**src/rtl/tlp_filt_pkg.sv**
```systemverilog
package tlp_filt_pkg;

   localparam int unsigned LEN_FIELD_W = 10;
   localparam int unsigned TC_W        = 3;

   typedef enum logic [1:0] {
      RSN_NONE  = 2'b00,
      RSN_CROSS = 2'b01,
      RSN_TC    = 2'b10
   } reason_e;

   typedef struct packed {
      logic                   is_mem;
      logic                   is_msg;
      logic [TC_W-1:0]        tc;
      logic [LEN_FIELD_W:0]   len_dw;
   } hdr_info_t;

endpackage

```
**src/rtl/tlp_hdr_decode.sv**
```systemverilog
module tlp_hdr_decode
   import tlp_filt_pkg::*;
(
   input  logic [3:0]             typ_hi,
   input  logic [TC_W-1:0]        tc_bits,
   input  logic [LEN_FIELD_W-1:0] len_bits,
   output hdr_info_t              info
);
   localparam logic [LEN_FIELD_W:0] LEN_MAX = {1'b1, {LEN_FIELD_W{1'b0}}};

   always_comb begin
      info.is_mem = (typ_hi == 4'b0000);
      info.is_msg = (typ_hi[3:2] == 2'b10);
      info.tc     = tc_bits;
      info.len_dw = (len_bits == '0) ? LEN_MAX : {1'b0, len_bits};
   end
endmodule

```
**src/rtl/tlp_cross_check.sv**
```systemverilog
module tlp_cross_check
   import tlp_filt_pkg::*;
#(
   parameter int unsigned PAGE_LOG2 = 12,
   parameter bit          ENABLE    = 1'b1
) (
   input  logic [PAGE_LOG2-1:0]   page_off,
   input  logic [LEN_FIELD_W:0]   len_dw,
   output logic                   crosses
);
   localparam int unsigned BYTES_W = LEN_FIELD_W + 3;
   localparam int unsigned SUM_W   = ((PAGE_LOG2 > BYTES_W) ? PAGE_LOG2 : BYTES_W) + 1;
   localparam logic [SUM_W-1:0] PAGE_BYTES = SUM_W'(1) << PAGE_LOG2;

   generate
      if (ENABLE) begin : g_check
         logic [SUM_W-1:0] end_byte;
         always_comb begin
            end_byte = SUM_W'(page_off) + SUM_W'({len_dw, 2'b00});
            crosses  = (end_byte > PAGE_BYTES);
         end
      end else begin : g_bypass
         logic unused_in;
         assign unused_in = ^{page_off, len_dw};
         assign crosses   = 1'b0;
      end
   endgenerate
endmodule

```
**src/rtl/tlp_verdict.sv**
```systemverilog
module tlp_verdict
   import tlp_filt_pkg::*;
#(
   parameter bit TC_CHECK_EN = 1'b1
) (
   input  hdr_info_t info,
   input  logic      crosses,
   output logic      bad,
   output reason_e   reason
);
   logic tc_bad;

   generate
      if (TC_CHECK_EN) begin : g_tc
         assign tc_bad = info.is_msg && (info.tc != '0);
      end else begin : g_no_tc
         assign tc_bad = 1'b0;
      end
   endgenerate

   always_comb begin
      reason = RSN_NONE;
      if (info.is_mem && crosses) begin
         reason = RSN_CROSS;
      end else if (tc_bad) begin
         reason = RSN_TC;
      end
      bad = (reason != RSN_NONE);
   end
endmodule

```
**src/rtl/tlp_form_filter.sv**
```systemverilog
module tlp_form_filter
   import tlp_filt_pkg::*;
#(
   parameter int unsigned ADDR_W      = 64,
   parameter int unsigned PAGE_LOG2   = 12,
   parameter bit          CROSS_EN    = 1'b1,
   parameter bit          TC_CHECK_EN = 1'b1
) (
   input  logic              clk,
   input  logic              rst_n,
   input  logic              hdr_valid,
   input  logic [31:0]       hdr_dw0,
   input  logic [ADDR_W-1:0] hdr_addr,
   output logic              fwd_valid,
   output logic [31:0]       fwd_dw0,
   output logic [ADDR_W-1:0] fwd_addr,
   output logic              err_valid,
   output logic [1:0]        err_code
);
   initial begin
      if (PAGE_LOG2 < 2 || PAGE_LOG2 > ADDR_W)
         $fatal(1, "tlp_form_filter: PAGE_LOG2 out of range");
      if (ADDR_W < 12)
         $fatal(1, "tlp_form_filter: ADDR_W too small");
   end

   hdr_info_t info;
   logic      crosses;
   logic      bad;
   reason_e   reason;

   tlp_hdr_decode u_dec (
      .typ_hi   (hdr_dw0[28:25]),
      .tc_bits  (hdr_dw0[22:20]),
      .len_bits (hdr_dw0[LEN_FIELD_W-1:0]),
      .info     (info)
   );

   tlp_cross_check #(.PAGE_LOG2(PAGE_LOG2), .ENABLE(CROSS_EN)) u_cross (
      .page_off (hdr_addr[PAGE_LOG2-1:0]),
      .len_dw   (info.len_dw),
      .crosses  (crosses)
   );

   tlp_verdict #(.TC_CHECK_EN(TC_CHECK_EN)) u_verdict (
      .info    (info),
      .crosses (crosses),
      .bad     (bad),
      .reason  (reason)
   );

   always_ff @(posedge clk) begin
      if (!rst_n) begin
         fwd_valid <= 1'b0;
         err_valid <= 1'b0;
         err_code  <= RSN_NONE;
      end else begin
         fwd_valid <= hdr_valid && !bad;
         err_valid <= hdr_valid && bad;
         err_code  <= hdr_valid ? reason : RSN_NONE;
      end
   end

   always_ff @(posedge clk) begin
      if (hdr_valid && !bad) begin
         fwd_dw0  <= hdr_dw0;
         fwd_addr <= hdr_addr;
      end
   end
endmodule

```
**config.mk**
```make
export PLATFORM = sky130hd
export DESIGN_NAME = tlp_form_filter
export DESIGN_NICKNAME = d
export VERILOG_FILES = /design/src/rtl/tlp_filt_pkg.sv /design/src/rtl/tlp_hdr_decode.sv /design/src/rtl/tlp_cross_check.sv /design/src/rtl/tlp_verdict.sv /design/src/rtl/tlp_form_filter.sv
export SDC_FILE = /design/constraint.sdc
export NUM_CORES = 1
export LEC_CHECK = 0
export ABC_AREA = 1
export ABC_CLOCK_PERIOD_IN_PS = 8600
export BUFFER_PORTS_ARGS = -buffer_cell sky130_fd_sc_hd__buf_2
export CAP_MARGIN = 10
export CORE_MARGIN = 2
export CORE_UTILIZATION = 36
export DETAILED_ROUTE_END_ITERATION = 8
export PLACE_DENSITY_LB_ADDON = 0.05
export SLEW_MARGIN = 40
export SYNTH_ARGS = -nofsm -noshare
export SYNTH_HDL_FRONTEND = slang
export SYNTH_HIERARCHICAL = 1
export SYNTH_SLANG_ARGS = --single-unit
export TNS_END_PERCENT = 20
```
**constraint.sdc**
```tcl
create_clock -name clk -period 8.6 [get_ports clk]
set_clock_uncertainty 0.15 [all_clocks]
set_input_delay 1.72 -clock clk [delete_from_list [all_inputs] [get_ports clk]]
set_output_delay 1.72 -clock clk [all_outputs]
set_load 0.05 [all_outputs]
```
# Word level (Yosys, flattened, before mapping)
# Cells that the tools add are included.
[op_classes]
n_eq_ne = 1
n_addsub = 1
order_cmp = 1
n_reduce_logical = 10
n_mux = 3
[ops]
columns = ["cell", "count"]
rows = [
  ["$add 12x13->14", 1],
  ["$gt 14x13->1 const B", 1],
  ["$mux 11", 1],
  ["$logic_not 10->1", 1],
  ["$logic_and 1x1->1", 4],
  ["$logic_not 4->1", 1],
  ["$mux 2", 2],
  ["$reduce_bool 3->1", 1],
  ["$eq 2x2->1 const B", 1],
  ["$reduce_and 2->1", 1],
  ["$reduce_bool 2->1", 1],
  ["$logic_not 1->1", 1],
]
[word_totals]
reg_bits = 100
word_cells = 21
out_inout_bits = 100

# Longest topological paths before layout
[depth]
depth_word = 9
mapped_depth = 19
mapped_depth_nobuf = 18

# Cells and area by module
# Netlist, hierarchy kept.
[modules_own_cells]
columns = ["module", "instances", "cells_per_inst", "area_each_um2"]
rows = [
  ["tlp_form_filter", 1, 110, 3002.9],
  ["tlp_cross_check", 1, 109, 580.6],
  ["tlp_hdr_decode", 1, 25, 115.1],
  ["tlp_verdict", 1, 8, 30.0],
]

# Least setup slack after synthesis
# No wires, ideal clock.
[synth_path]
kind = "input to register"
startpoint = "input port hdr_dw0[0]"
endpoint = "register fwd_addr[0] (enable)"
slack_ns = 0.636
arrival_time_ns = 7.260
path_buffers = 1
path_stages = 16
setup_time_ns = 0.554
t_required_ns = 7.896
path_cell_list = "clkbuf_1 > ha_1 > fa_1 > nor2_1 > nand2_1 > nor2_1 > nand3_1 > nor2_1 > nand2_1 > nor2_2 > nand3_1 > nand2_1 > nand2_1 > nand2_1 > nand2_1 > nor2_1"
[synth_via]
elab_chain_cells = 9
[synth_lines]
columns = ["item", "line", "rtl"]
rows = [
  ["start, declared", "tlp_form_filter.sv:12", "input logic [31:0] hdr_dw0,"],
  ["$logic_not 10->1", "tlp_hdr_decode.sv:15", "info.len_dw = (len_bits == '0) ? LEN_MAX : {1'b0, len_bits};"],
  ["$mux 11 *", "tlp_hdr_decode.sv:15", ""],
  ["$add 12x13->14 *", "tlp_cross_check.sv:19", "end_byte = SUM_W'(page_off) + SUM_W'({len_dw, 2'b00});"],
  ["$gt 14x13->1 *", "tlp_cross_check.sv:20", "crosses = (end_byte > PAGE_BYTES);"],
  ["via crosses", "tlp_form_filter.sv:28", "logic crosses;"],
  ["$logic_and 1x1->1 *", "tlp_verdict.sv:23", "if (info.is_mem && crosses) begin"],
  ["$mux 2 *", "tlp_verdict.sv:23", ""],
  ["$reduce_bool 2->1 *", "tlp_verdict.sv:28", "bad = (reason != RSN_NONE);"],
  ["via bad", "tlp_form_filter.sv:29", "logic bad;"],
  ["$logic_not 1->1 *", "tlp_form_filter.sv:65", "if (hdr_valid && !bad) begin"],
  ["$logic_and 1x1->1 *", "tlp_form_filter.sv:65", ""],
  ["end signal, assigned", "tlp_form_filter.sv:67", "fwd_addr <= hdr_addr;"],
  ["end, declared", "tlp_form_filter.sv:16", "output logic [ADDR_W-1:0] fwd_addr,"],
]
# The timed path passes the listed nets; every way through them passes the cells marked *.
# A chain may end at the register's enable or synchronous reset.

# Worst setup path in the final report
[layout_path]
startpoint = "input port hdr_dw0[0]"
endpoint = "register fwd_dw0[18] (enable)"
[layout_via]
elab_chain_cells = 9
[layout_lines]
columns = ["item", "line", "rtl"]
rows = [
  ["$logic_not 10->1", "tlp_hdr_decode.sv:15", ""],
  ["$mux 11 *", "tlp_hdr_decode.sv:15", ""],
  ["$add 12x13->14 *", "tlp_cross_check.sv:19", ""],
  ["$gt 14x13->1 *", "tlp_cross_check.sv:20", ""],
  ["via crosses", "tlp_form_filter.sv:28", ""],
  ["$logic_and 1x1->1 *", "tlp_verdict.sv:23", ""],
  ["$mux 2 *", "tlp_verdict.sv:23", ""],
  ["$reduce_bool 2->1 *", "tlp_verdict.sv:28", ""],
  ["via bad", "tlp_form_filter.sv:29", ""],
  ["$logic_not 1->1 *", "tlp_form_filter.sv:65", ""],
  ["$logic_and 1x1->1 *", "tlp_form_filter.sv:65", ""],
  ["end signal, assigned", "tlp_form_filter.sv:66", "fwd_dw0 <= hdr_dw0;"],
  ["end, declared", "tlp_form_filter.sv:15", "output logic [31:0] fwd_dw0,"],
]
# Marked as above.

==> run summary <==
Share of cells above drive strength 1 - 50.2%
Synth Register Bits - 100
Pint - 754 uW
Met2 WL - 4470 microns
Post-synthesis compound-gate area fraction - 1.51%
Hpwl dp - 6640 microns
Mux cell area share after synthesis - 0%
Uppermost layer routed - met4
CTS Buf Count - 9
Hold/Removal Path Class - input port to register
Overall power - 1.15 mW
Crit start category - input port
Fin util - 49.4%
Vias in the first global route - 2505
Max Buffers Root-to-Sink - 2
IO Port Bufs - 198
Initial antenna violation count - 0
Worst EP required - 8430 ps
Syn Area/Cell - 14.8 sq um
Dpl cell area - 4850 sq um
CTS Hold Bufs - 0
Synth-to-layout area growth - 34.9%
Final WL - 8490 microns
WHS Endpoint - fwd_addr[23]
Xor/xnor cell area share of the yosys netlist - 0.235%
Routability Congestion - 0.828
Drc violations - 0
Sink Count - 100
Maximum vdd ir drop - 0.0000819 V
Fin. Hold Viols - 0
Hold path start - hdr_addr[23]
Gr usage total - 15.1%
Maxcap violations - 0
Power share of the combinational group - 24.4%
Core ar. - 10200 sq um
Via count - 2534
Root Buffer Master - clkbuf_8
Design area - 5030 sq um
Mapped Nets - 362
Filler Cell Count - 963
Worst Hold Depth - 1
LEAKAGE - 2.28 nW
Max Slew Vio Count - 0
CP endpoint kind - register
Synth warn - 6
Die width - 106 microns
Switching Share - 34.4%
Status - completed
Final period util - 53.2%
Sequential area share after synthesis - 79.5%
Routed wl met3 - 664 microns
Largest family of logic cells by synthesized area - simple AND/OR/NAND/NOR gates
Crit path DAT - 4400 ps
Die area - 11200 sq um
Worst relative slew slack - 45.7%
Simple-Gate Fraction of Synth Area - 10.6%
Sequential share of power - 51.6%
Cell count after synthesis - 252
Die Y - 106 microns
Detailed Routing Iterations Pass 1 - 4
WS Path Type - input port to register
Count of cell types in the netlist - 21
Post-route antenna net violation count - 0
Clock Power Share - 24.0%
DR vias/cell - 4.29
Placement Rows - 37
Post-CTS Setup Repair Bufs - 0
Max Clock Freq - 219 MHz
CTS tree - yes
Diodes inserted - 0
Post-CTS sizing - 0
Grt ovf - 0
Initial Util - 36.6%
RSZ-0062 raised after global routing - no
Crit Path Max Fanout - 91
Pwr Density - 228 nW/um^2
Clock H-tree levels - 3
Largest net degree at the start of global routing - 92
Ports - 199
Final Critical Period - 4570 ps
Final setup viols - 0
Switch Pwr - 395 uW
Nets - 559
Synthesized area - 3730 sq um
Metal1 wirelength - 3270 microns
Worst slew pin tran - 815 ps
Drt wl/cell - 14.4 microns
Initial DRC count - 157
First-pass GRT wire length - 12800 microns
Reg clk slew, reported paths - 100 ps
Post-Synth Adder-Cell Area - 3.89%
Setup TNS - 0 ps
==> synthesized netlist by cell type, drive strengths merged <==
library cell | number | share of area (%)
a21oi | 8 | 1.4
buf | 3 | 0.60
clkbuf | 10 | 1.0
clkinv | 1 | 0.13
dfxtp | 4 | 2.1
edfxtp | 96 | 77
fa | 1 | 0.54
ha | 10 | 3.4
inv | 25 | 2.5
nand2 | 49 | 5.3
nand3 | 14 | 1.9
nand4 | 1 | 0.34
nor2 | 26 | 2.7
nor3 | 1 | 0.13
nor3b | 1 | 0.34
o21ai | 1 | 0.13
xnor2 | 1 | 0.23
==> power by group through the flow <==
stage                     Clock, mW  Combinational [mW]  Sequential (mW)
after floorplan                   0              0.0452            0.769
after global placement            0               0.284            0.605
after detailed placement          0               0.283            0.605
after CTS                     0.288               0.283            0.594
after global routing          0.309               0.296            0.597
final                         0.275               0.281            0.593
==> logic make-up (layout without fill, tap and decap cells) <==
| kind of cell | Yosys count | after routing |
|---|---|---|
| xor+xnor | 1 | 1 |
| simple gates | 92 | 92 |
| fa+ha+maj | 11 | 11 |
| buf+inv | 39 | 241 |
| flops | 100 | 100 |
| compound gates | 9 | 9 |
==> final cells by class <==
class                   count  area, sq um  area share, %
flip-flops and latches    100         2960           58.9
repair buffers            199         1000           19.9
multi-input cells         113          614           12.2
well taps                 136          170           3.38
clock buffers               9          124           2.46
inverters                  26         98.8           1.97
clock inverters             7         57.6           1.14
==> worst max path at each step <==
| stage | from | slack, ps | cells past startpoint | endpoint |
|---|---|---|---|---|
| 3_5_place_dp | hdr_dw0[0] | 3630 | 17 | fwd_dw0[17] |
| 5_1_grt | hdr_dw0[0] | 3740 | 17 | fwd_addr[61] |
| 4_1_cts | hdr_dw0[0] | 4010 | 17 | fwd_addr[29] |
| 6_report | hdr_dw0[0] | 4030 | 17 | fwd_dw0[18] |
| 2_1_floorplan | hdr_dw0[0] | 640 | 16 | fwd_addr[0] |
| 3_3_place_gp | hdr_dw0[0] | 3450 | 17 | fwd_addr[58] |
==> cell usage in the layout, fill, tap and decap left out, types with 5 or more instances in the layout <==
| master | n |
|---|---|
| nand2_2 | 5 |
| nand3_1 | 14 |
| edfxtp_1 | 96 |
| inv_1 | 24 |
| nand2_1 | 44 |
| ha_1 | 10 |
| a21oi_1 | 5 |
| buf_2 | 198 |
| clkbuf_8 | 9 |
| nor2_1 | 24 |
==> state kept, by name, indices dropped and copies added (netlist names) <==
| signal | cells |
|---|---|
| fwd_addr | 64 |
| fwd_dw0 | 32 |
| err_code | 2 |
| err_valid | 1 |
| fwd_valid | 1 |
==> worst max-delay path: stages <==
cell and delay [ps]:
buf_2 120, ha_1 230, fa_1 440, nor2_1 120, nand2_1 60, nor2_1 100
nand3_1 80, nor2_1 90, nand2_1 70, nor2_2 70, nand3_1 60, nand2_1 60
nand2_1 60, nand2_1 80, nand2_1 120, nor2_4 220, buf_6 630
==> stage by stage <==
stage / hold slack, ps / worst slack (ps) / instances
CTS: 1360 / 4010 / 590
finish: 1390 / 4030 / 590
global placement: 1750 / 3450 / 574
global route: 1360 / 3740 / 590
floorplan: 1670 / 636 / 252
detailed placement: 1750 / 3630 / 574
==> per-layer routing <==
layer,vias to the layer above,global-route usage (%)
met4,0,5.36
met1,1166,17.5
li1,1255,-
met3,5,3.34
met2,108,27.4
met5,-,0
(Power assumes the default switching activity.)
